[config.mk]
export PLATFORM = sky130hd
export DESIGN_NAME = gpio_port_ctl
export DESIGN_NICKNAME = d
export VERILOG_FILES = /design/src/rtl/gpio_pkg.sv /design/src/rtl/gpio_regs.sv /design/src/rtl/gpio_sense.sv /design/src/rtl/gpio_pad_drive.sv /design/src/rtl/gpio_port_ctl.sv
export SDC_FILE = /design/constraint.sdc
export NUM_CORES = 1
export LEC_CHECK = 0
export BUFFER_PORTS_ARGS = -buffer_cell sky130_fd_sc_hd__buf_4
export CAP_MARGIN = 10
export CORE_AREA = 2 2 150 152
export CTS_CLUSTER_DIAMETER = 80
export DETAILED_ROUTE_END_ITERATION = 8
export DIE_AREA = 0 0 152 154
export PLACE_DENSITY = 0.56
export SKIP_LAST_GASP = 1
export SLEW_MARGIN = 15
export SYNTH_ARGS = -nofsm -noshare
export SYNTH_HDL_FRONTEND = slang
export SYNTH_SLANG_ARGS = --single-unit
export TNS_END_PERCENT = 30
[constraint.sdc]
create_clock -name clk -period 2.4 [get_ports clk]
set_clock_uncertainty 0.1 [all_clocks]
set_input_delay 0.48 -clock clk [delete_from_list [all_inputs] [get_ports clk]]
set_output_delay 0.48 -clock clk [all_outputs]
set_load 0.005 [all_outputs]
[src/rtl/gpio_pkg.sv]
// Shared types for the GPIO port controller: register addresses and the
// per-pin configuration byte. Assumes a 4-bit register address space.
package gpio_pkg;
    localparam int unsigned ADDR_W = 4;
    localparam int unsigned CFG_W  = 8;

    typedef enum logic [ADDR_W-1:0] {
        A_DIR     = 4'd0,
        A_DIR_SET = 4'd1,
        A_DIR_CLR = 4'd2,
        A_DIR_TGL = 4'd3,
        A_OUT     = 4'd4,
        A_OUT_SET = 4'd5,
        A_OUT_CLR = 4'd6,
        A_OUT_TGL = 4'd7,
        A_IN      = 4'd8,
        A_SEL     = 4'd9,
        A_CFG     = 4'd10,
        A_FLAG    = 4'd11,
        A_IMASK   = 4'd12
    } addr_e;

    typedef enum logic [1:0] {SNS_BOTH, SNS_RISE, SNS_FALL, SNS_LOW} sense_e;
    typedef enum logic [1:0] {DRV_TOTEM, DRV_WAND, DRV_WOR, DRV_TOTEM_ALT} drive_e;
    typedef enum logic [1:0] {PULL_NONE, PULL_DOWN, PULL_UP, PULL_KEEP} pull_e;

    typedef struct packed {
        logic   rsvd;
        pull_e  pull;
        drive_e drive;
        sense_e sense;
        logic   inv;
    } pin_cfg_t;
endpackage

[src/rtl/gpio_regs.sv]
// Register file of the port: direction and output registers with
// write/set/clear/toggle aliases, masked per-pin configuration, pin-select
// and interrupt-mask registers, and the write-one-to-clear strobe for flags.
// Assumes NPINS >= CFG_W so the configuration byte fits in the data word.
module gpio_regs
    import gpio_pkg::*;
#(
    parameter int NPINS = 8
) (
    input  logic                  clk,
    input  logic                  rst_n,
    input  logic                  wr_en,
    input  logic [ADDR_W-1:0]     wr_addr,
    input  logic [NPINS-1:0]      wr_data,
    output logic [NPINS-1:0]      dir_q,
    output logic [NPINS-1:0]      out_q,
    output logic [NPINS-1:0]      sel_q,
    output logic [NPINS-1:0]      imask_q,
    output logic [NPINS-1:0]      flag_clr,
    output pin_cfg_t [NPINS-1:0]  cfg_q
);
    logic       hit_dir, hit_out;
    logic [1:0] op;

    // Applies one of the four alias operations to a register value.
    function automatic logic [NPINS-1:0] alias_upd(input logic [NPINS-1:0] cur,
                                                   input logic [NPINS-1:0] d,
                                                   input logic [1:0]       kind);
        case (kind)
            2'd0:    return d;
            2'd1:    return cur | d;
            2'd2:    return cur & ~d;
            default: return cur ^ d;
        endcase
    endfunction

    assign op       = wr_addr[1:0];
    assign hit_dir  = wr_en && (wr_addr[3:2] == 2'b00);
    assign hit_out  = wr_en && (wr_addr[3:2] == 2'b01);
    assign flag_clr = (wr_en && wr_addr == A_FLAG) ? wr_data : '0;

    // Direction and output registers with their alias decode.
    always_ff @(posedge clk) begin
        if (!rst_n) begin
            dir_q <= '0;
            out_q <= '0;
        end else begin
            if (hit_dir) dir_q <= alias_upd(dir_q, wr_data, op);
            if (hit_out) out_q <= alias_upd(out_q, wr_data, op);
        end
    end

    // Pin-select and interrupt-mask registers.
    always_ff @(posedge clk) begin
        if (!rst_n) begin
            sel_q   <= '0;
            imask_q <= '0;
        end else if (wr_en) begin
            if (wr_addr == A_SEL)   sel_q   <= wr_data;
            if (wr_addr == A_IMASK) imask_q <= wr_data;
        end
    end

    // Configuration byte lands on every selected pin.
    always_ff @(posedge clk) begin
        if (!rst_n) begin
            cfg_q <= '0;
        end else if (wr_en && wr_addr == A_CFG) begin
            for (int i = 0; i < NPINS; i++) begin
                if (sel_q[i]) cfg_q[i] <= pin_cfg_t'(wr_data[CFG_W-1:0]);
            end
        end
    end
endmodule

[src/rtl/gpio_sense.sv]
// Input path: synchronizer chain, per-pin inversion, edge/level detection
// and sticky flags. Assumes SYNC_STAGES >= 2. A set from detection wins over
// a clear in the same cycle, so a persisting low level keeps its flag.
module gpio_sense
    import gpio_pkg::*;
#(
    parameter int NPINS       = 8,
    parameter int SYNC_STAGES = 2
) (
    input  logic                 clk,
    input  logic                 rst_n,
    input  logic [NPINS-1:0]     pad_i,
    input  logic [NPINS-1:0]     inv,
    input  sense_e [NPINS-1:0]   sense,
    input  logic [NPINS-1:0]     flag_clr,
    output logic [NPINS-1:0]     in_val,
    output logic [NPINS-1:0]     flag_q,
    output logic [NPINS-1:0]     evt_q
);
    logic [NPINS-1:0] sync_q [SYNC_STAGES];
    logic [NPINS-1:0] prev_q;
    logic [NPINS-1:0] det;

    // Synchronizer chain from the pads.
    always_ff @(posedge clk) begin
        if (!rst_n) begin
            for (int s = 0; s < SYNC_STAGES; s++) sync_q[s] <= '0;
        end else begin
            sync_q[0] <= pad_i;
            for (int s = 1; s < SYNC_STAGES; s++) sync_q[s] <= sync_q[s-1];
        end
    end

    assign in_val = sync_q[SYNC_STAGES-1] ^ inv;

    // Per-pin detection of the selected condition.
    for (genvar i = 0; i < NPINS; i++) begin : g_det
        assign det[i] = (sense[i] == SNS_BOTH) ? (in_val[i] ^ prev_q[i]) :
                        (sense[i] == SNS_RISE) ? (in_val[i] & ~prev_q[i]) :
                        (sense[i] == SNS_FALL) ? (~in_val[i] & prev_q[i]) :
                                                 ~in_val[i];
    end

    // Previous-value, sticky flag and event pulse registers.
    always_ff @(posedge clk) begin
        if (!rst_n) begin
            prev_q <= '0;
            flag_q <= '0;
            evt_q  <= '0;
        end else begin
            prev_q <= in_val;
            flag_q <= (flag_q & ~flag_clr) | det;
            evt_q  <= det;
        end
    end
endmodule

[src/rtl/gpio_pad_drive.sv]
// Output path: per-pin inversion and drive mode to pad value and enable.
// Open-drain style modes are emulated by releasing the enable. Assumes an
// external pad ring resolves released pins.
module gpio_pad_drive
    import gpio_pkg::*;
#(
    parameter int NPINS = 8
) (
    input  logic [NPINS-1:0]    dir,
    input  logic [NPINS-1:0]    out,
    input  logic [NPINS-1:0]    inv,
    input  drive_e [NPINS-1:0]  drive,
    output logic [NPINS-1:0]    pad_o,
    output logic [NPINS-1:0]    pad_oe
);
    logic [NPINS-1:0] val;

    assign val = out ^ inv;

    // Per-pin drive stage selection.
    for (genvar i = 0; i < NPINS; i++) begin : g_drv
        assign pad_o[i]  = (drive[i] == DRV_WAND) ? 1'b0 :
                           (drive[i] == DRV_WOR)  ? 1'b1 : val[i];
        assign pad_oe[i] = dir[i] & ((drive[i] == DRV_WAND) ? ~val[i] :
                                     (drive[i] == DRV_WOR)  ?  val[i] : 1'b1);
    end
endmodule

[src/rtl/gpio_port_ctl.sv]
// Top of the GPIO port controller: ties register file, input sensing and
// pad drive together, builds the read mux and the masked interrupt.
// Assumes NPINS >= 8 (configuration byte readback) and a synchronous reset.
module gpio_port_ctl
    import gpio_pkg::*;
#(
    parameter int NPINS       = 8,
    parameter int SYNC_STAGES = 2
) (
    input  logic                 clk,
    input  logic                 rst_n,
    input  logic                 wr_en,
    input  logic [3:0]           wr_addr,
    input  logic [NPINS-1:0]     wr_data,
    input  logic [3:0]           rd_addr,
    output logic [NPINS-1:0]     rd_data,
    input  logic [NPINS-1:0]     pad_i,
    output logic [NPINS-1:0]     pad_o,
    output logic [NPINS-1:0]     pad_oe,
    output logic [2*NPINS-1:0]   pull_cfg,
    output logic [NPINS-1:0]     evt,
    output logic                 irq
);
    logic [NPINS-1:0]     dir_q, out_q, sel_q, imask_q, flag_clr, flag_q, in_val, inv_vec;
    pin_cfg_t [NPINS-1:0] cfg_q;
    sense_e   [NPINS-1:0] sense_vec;
    drive_e   [NPINS-1:0] drive_vec;
    pin_cfg_t             cfg_rd;

    gpio_regs #(.NPINS(NPINS)) u_regs (
        .clk(clk), .rst_n(rst_n), .wr_en(wr_en), .wr_addr(wr_addr), .wr_data(wr_data),
        .dir_q(dir_q), .out_q(out_q), .sel_q(sel_q), .imask_q(imask_q),
        .flag_clr(flag_clr), .cfg_q(cfg_q)
    );

    // Split the per-pin configuration into the fields each path needs.
    for (genvar i = 0; i < NPINS; i++) begin : g_split
        assign inv_vec[i]        = cfg_q[i].inv;
        assign sense_vec[i]      = cfg_q[i].sense;
        assign drive_vec[i]      = cfg_q[i].drive;
        assign pull_cfg[2*i +: 2] = cfg_q[i].pull;
    end

    gpio_sense #(.NPINS(NPINS), .SYNC_STAGES(SYNC_STAGES)) u_sense (
        .clk(clk), .rst_n(rst_n), .pad_i(pad_i), .inv(inv_vec), .sense(sense_vec),
        .flag_clr(flag_clr), .in_val(in_val), .flag_q(flag_q), .evt_q(evt)
    );

    gpio_pad_drive #(.NPINS(NPINS)) u_drive (
        .dir(dir_q), .out(out_q), .inv(inv_vec), .drive(drive_vec),
        .pad_o(pad_o), .pad_oe(pad_oe)
    );

    assign irq = |(flag_q & imask_q);

    // Configuration readback from the lowest selected pin.
    always_comb begin
        cfg_rd = '0;
        for (int i = NPINS - 1; i >= 0; i--) begin
            if (sel_q[i]) cfg_rd = cfg_q[i];
        end
    end

    // Register read mux.
    always_comb begin
        case (rd_addr)
            A_DIR:   rd_data = dir_q;
            A_OUT:   rd_data = out_q;
            A_IN:    rd_data = in_val;
            A_SEL:   rd_data = sel_q;
            A_CFG:   rd_data = NPINS'(cfg_rd);
            A_FLAG:  rd_data = flag_q;
            A_IMASK: rd_data = imask_q;
            default: rd_data = '0;
        endcase
    end
endmodule

After elaboration in Yosys (flattened, before gate mapping)
Memories as Yosys holds them, arrays and structs flattened. Index checks and enable logic that the tools add are counted. Widths: inputs -> output; s select.

Word-level logic and storage cells: 262. Memories: 1. Memory bits (writable): 16. Register bits after elaboration: 120. Output and inout bits: 49. Input port bits: 27.

Multiplexer cells: 72. Reduce and logical (&&, ||, !) cells: 26. Equal/unequal tests: 45. Bitwise gates (word level): 71.

Memories: u_sense.sync_q (depth 2, bits a word 8, read ports 2, clocked after Yosys merged registers in 0, write ports 2, line gpio_sense.sv:20) `logic [NPINS-1:0] sync_q [SYNC_STAGES];`.

Operators by type and width (number): $mux 8 (11); $mux 1 (58); $pmux 8 s7 (1); $pmux 8 s3 (2); $eq 2x1->1 const B (18); $eq 4x4->1 const B (9); $eq 2x2->1 const B (17); $and 8x8->8 (4); $xor 8x8->8 (4); $and 1x1->1 (24); $not 1->1 (24); $or 8x8->8 (3); $logic_not 2->1 (10); $reduce_and 2->1 (10); $not 8->8 (2); $reduce_or 8->1 (1); $xor 1x1->1 (8); $eq 4x3->1 const B (1); $logic_and 1x1->1 (4); $logic_not 4->1 (1); $or 1x1->1 (2).

Logic depth before layout (Yosys ltp)
Depth in word-level cells: 9. Gate-level depth with buffers: 7. Gate-level depth less buffers: 7.

By module
A second synthesis with hierarchy kept.

Cell total of the unflattened synthesis: 825. Area total of the unflattened synthesis: 7583.5 µm².

By module, submodules not included: gpio_regs (seq. area each 1921.8 µm², cells an instance 469, area an instance 4400.5 µm², times used 1); gpio_sense (seq. area each 800.8 µm², cells an instance 148, area an instance 1696.6 µm², times used 1); gpio_port_ctl (seq. area each 0.0 µm², cells an instance 160, area an instance 1162.4 µm², times used 1); gpio_pad_drive (seq. area each 0.0 µm², cells an instance 48, area an instance 324.1 µm², times used 1).

Worst setup path before layout
OpenSTA, ideal clock, no wires.

Path kind: in2out. Start: in rd_addr[2]. End: out rd_data[2]. Arrival: 1471 ps. Slack: 349 ps. Cell stages on the path: 4. Cell sequence: buf_6 -> buf_2 -> nor4b_2 -> a311o_1.

Cells in the longest elaborated chain, start to end: 2. Elaborated cells between the ends (all ways): 8. Classes of those cells: eq/ne (6); mux (1); reduce/logical (1).

Ends and longest elaborated chain: from (decl) (line gpio_port_ctl.sv:15) `input logic [3:0] rd_addr,`; $eq 4x4->1 (tied with other cells) (line gpio_port_ctl.sv:66) `case (rd_addr)`; $pmux 8 s7 * (line gpio_port_ctl.sv:66); to (decl) (line gpio_port_ctl.sv:16) `output logic [NPINS-1:0] rd_data,`.

Every way passes the cells marked *; elsewhere a longest branch is shown, timed or not.

Worst setup path in the final report
Start: reg u_regs.sel_q[6]. End: out rd_data[7].

Cells in the longest elaborated chain, start to end: 8.

Ends and longest elaborated chain: from (decl) (line gpio_regs.sv:17) `output logic [NPINS-1:0] sel_q,`; from (signal assigned) (line gpio_regs.sv:59) `if (wr_addr == A_SEL) sel_q <= wr_data;`; $mux 8 (7 in series) (line gpio_port_ctl.sv:60) `if (sel_q[i]) cfg_rd = cfg_q[i];`; $pmux 8 s7 (line gpio_port_ctl.sv:66).

Every way passes these cells.

==> flow_summary_export.csv <==
group,metric,value,unit
layout,nFillCells,2097,
floorplanning,dieHeight,154,um
worst_hold_path,whs_path_depth,2,
drt,routed_wl,22800,um
timing,maxSlewHeadroom,52.0,%
critical_path,cp.arrival,1.94,ns
grt,grt_max_degree,78,
critical_path,worstPathRequired,1.82,ns
synthesis,synth-seq-cells,136,
clock_network,h-tree-depth,4,
critical_path,r2r_slack,0.27,ns
timing,rsz0062_at_grt,"yes",
drt,remaining_drc_errors,0,
critical_path,crit_top_cell,"buf_4",
drt,wl_per_cell,19.8,um
floorplanning,rows,54,
synthesis,yosysWarnings,0,
power_and_ir_drop,peakVddDrop,0.435,mV
critical_path,worstSetupPathType,"reg2out",
synthesis,netlist_instances,800,
layout,nNetsFinal,938,
floorplanning,coreArea,21700,um^2
synthesis,syn_area,7550,um^2
worst_hold_path,worstHoldStart,"pad_i[4]",
layout,syn2layout_area_growth,21.1,%
critical_path,crit_chain,"buf_4 > a221oi_2 > o31ai_2 > a311o_1 > buf_4",
grt,grt_pass1_vias,5865,
placed_design,place_congestion,0.887,
synthesis,postSynth.asyncResetShare,0,%
timing,drv_slew,0,
critical_path,r2r_end,"u_sense.flag_q[4]$_SDFF_PN0_",
critical_path,crit_path_end_kind,"output port",
floorplanning,dieWidth,152,um
drt,final_antenna_net_count,0,
critical_path,ff2ff_path_depth,5,
layout,final_util,42.2,%
critical_path,reg2reg_from,"u_regs.cfg_q[32]$_SDFFE_PN0P_",
grt,grt_antenna_before_repair,0,
worst_hold_path,hold-path-endpoint,"u_sense.sync_q[0][4]$_SDFF_PN0_",
layout,drive_above_1_share,24.3,%
critical_path,crit_family,"compound AO/OA/AOI/OAI gates",
floorplanning,dieArea,23400,um^2
power_and_ir_drop,power_density,614,nW/um^2
placed_design,dp_hpwl,16200,um
status,violations,"setup timing",
synthesis,syn_nets,875,
clock_network,clk_pin_slew,0.06,ns
drt,drt_first_iter_violations,426,
critical_path,startpoint_type,"flip-flop",
drt,routed_via_density,5.30,
status,outcome,"complete, but fails checks",
grt,grtUsageTotal,19.5,%
timing,worstMarginPinSlew,0.721,ns
timing,setup_viol,8,
clock_network,cts_root_buf,"clkbuf_16",
run,cap_violations,0,
worst_hold_path,min_path_type,"in2reg",
timing,hold_violations,0,
grt,grt_pass1_wl,34900,um
clock_network,tritoncts,"built",
clock_network,clock_sinks,136,
timing,fin_ws,-0.122,ns
timing,finalCritPeriodShare,105,%
power_and_ir_drop,finalPower,5.62,mW
timing,min_period,2.52,ns
clock_network,hold_buffers,0,
placed_design,port_buffers,75,
drt,dr.pass1.iters,5,
clock_network,cts_buffers,17,
power_and_ir_drop,p_leak,4.22,nW
critical_path,slowest_delay,0.38,ns
floorplanning,io_pins,76,
synthesis,ys_seq_area_share,36.0,%
synthesis,synth_edf_count,0,
grt,grt_overflow,0,
critical_path,critical_path.max_fanout,10,
critical_path,critPathBufInv,2,
synthesis,synth_ff_type,"dfxtp_1",
drt,num_vias,6127,
synthesis,avgSynthCellArea,9.44,um^2
clock_network,clk-insertion-delay-late,0.43,ns
layout,antenna_cells,0,
critical_path,crit_slowest_cell,"dfxtp_4",
floorplanning,start_util,34.8,%
synthesis,synth_cell_types,52,
timing,fmax,0.396,GHz
clock_network,clockBufferDepth,2,
==> final cells by class <==
cell class	count	area (um^2)	share of cell area, %
tap	280	350	3.83
clock inverter	11	149	1.63
inverter	77	294	3.21
clock buffer	20	457	4.99
sequential	136	2730	29.8
multi-input combinational	520	4310	47.1
timing repair buffer	111	858	9.38
==> cell usage after synthesis (2+ instances only) <==
cell | number | area share, %
a21o_1 | 9 | 0.89
ha_1 | 48 | 7.9
inv_1 | 77 | 3.8
a211oi_1 | 25 | 2.5
o21a_1 | 8 | 0.79
nand3_2 | 8 | 1.1
nor4b_2 | 4 | 0.79
nand2_1 | 28 | 1.4
mux2i_1 | 76 | 10
clkbuf_2 | 2 | 0.13
nand3b_1 | 2 | 0.20
nor2_1 | 106 | 5.3
o21ai_0 | 24 | 1.6
buf_4 | 20 | 2.0
o22ai_1 | 16 | 1.3
clkbuf_1 | 26 | 1.3
a31o_2 | 8 | 0.93
nor2b_1 | 6 | 0.50
a21oi_1 | 18 | 1.2
a221oi_1 | 16 | 1.9
xor2_1 | 15 | 1.7
mux4_1 | 6 | 2.1
and2_1 | 16 | 1.3
dfxtp_1 | 136 | 36
o31ai_1 | 8 | 0.79
mux4_2 | 14 | 4.2
buf_6 | 7 | 1.0
a311o_1 | 2 | 0.26
and3_1 | 2 | 0.17
or2_1 | 3 | 0.25
buf_2 | 11 | 0.73
o211ai_1 | 6 | 0.60
a22oi_1 | 22 | 2.2
a31o_1 | 6 | 0.70
nand4_1 | 2 | 0.17
==> worst max-delay path by stage <==
stage,end,cells past startpoint,startpoint,slack [ns]
2_1_floorplan,rd_data[2],4,rd_addr[2],0.35
5_1_grt,rd_data[7],6,u_regs.sel_q[4]$_SDFFE_PN0P_,-0.16
3_5_place_dp,rd_data[2],5,u_regs.sel_q[2]$_SDFFE_PN0P_,0.09
6_report,rd_data[7],5,u_regs.sel_q[6]$_SDFFE_PN0P_,-0.12
3_3_place_gp,rd_data[2],5,u_regs.sel_q[2]$_SDFFE_PN0P_,0.08
4_1_cts,rd_data[2],6,u_regs.sel_q[4]$_SDFFE_PN0P_,-0.12
==> metal layers <==
metal	vias up	track usage [%]	part of all wire (%)
li1	2926	-	-
met5	-	0	0
met4	0	8.72	3.7
met2	190	30.0	45
met3	50	3.92	5.0
met1	2961	26.6	47
==> where the power goes <==
part           internal (mW)  leakage (nW)  switching [mW]  total, mW
registers               2.31          1.11          0.0475       2.36
clock network           1.68         0.276            1.03       2.71
logic                  0.240          2.83           0.309      0.549
total                   4.23          4.22            1.39       5.62
==> stage by stage <==
| step | instance area [um^2] | hold slack [ns] | worst slack [ns] | TNS (ns) | instances |
|---|---|---|---|---|---|
| after floorplan | 7550 | 0.306 | 0.349 | 0 | 800 |
| after global placement | 8350 | 0.313 | 0.0758 | 0 | 1122 |
| after detailed placement | 8350 | 0.311 | 0.0926 | 0 | 1122 |
| after CTS | 9130 | 0.138 | -0.116 | -0.728 | 1155 |
| after global routing | 9150 | 0.147 | -0.156 | -1.11 | 1155 |
| final | 9150 | 0.155 | -0.122 | -0.741 | 1155 |
==> logic make-up (layout without fill, tap and decap cells) <==
kind of cell               Yosys count  in the layout  share of synthesized area (%)
DFF                                136            136                           36.0
muxes                               97             97                           16.5
and+or+nand+nor                    189            189                           12.8
AOI/OAI and AO/OA                  169            169                           15.7
buffers and inverters              144            219                           9.06
adders and majority gates           49             49                           8.08
xor gates and xnor gates            16             16                           1.85
==> flip-flops by register name, summed over array words and instances (netlist names) <==
register	flops
u_regs.out_q	8
u_regs.sel_q	8
u_sense.prev_q	8
u_regs.dir_q	8
u_regs.imask_q	8
u_sense.flag_q	8
u_sense.sync_q	16
u_sense.evt_q	8
u_regs.cfg_q	64
==> placed cells by master, fill, tap and decap left out, types with 7 or more instances in the layout <==
cell,instances
clkbuf_16,17
xor2_1,15
a21o_1,9
dfxtp_1,132
and2_1,16
o21ai_0,23
o21a_1,8
nand3_2,8
buf_4,109
clkinvlp_4,7
mux2i_1,76
a221oi_2,11
inv_1,75
a31o_2,8
a211oi_1,25
a22oi_1,22
mux4_2,14
o22ai_1,12
nor2_1,106
ha_1,48
nand2_1,28
a21oi_1,18
==> what timing repair did <==
action,in CTS,in global routing
buffers inserted,2,0
setup endpoints to repair,8,8
resized for setup,33,3
pin swaps,4,0
Power figures use the tool's default switching activity.
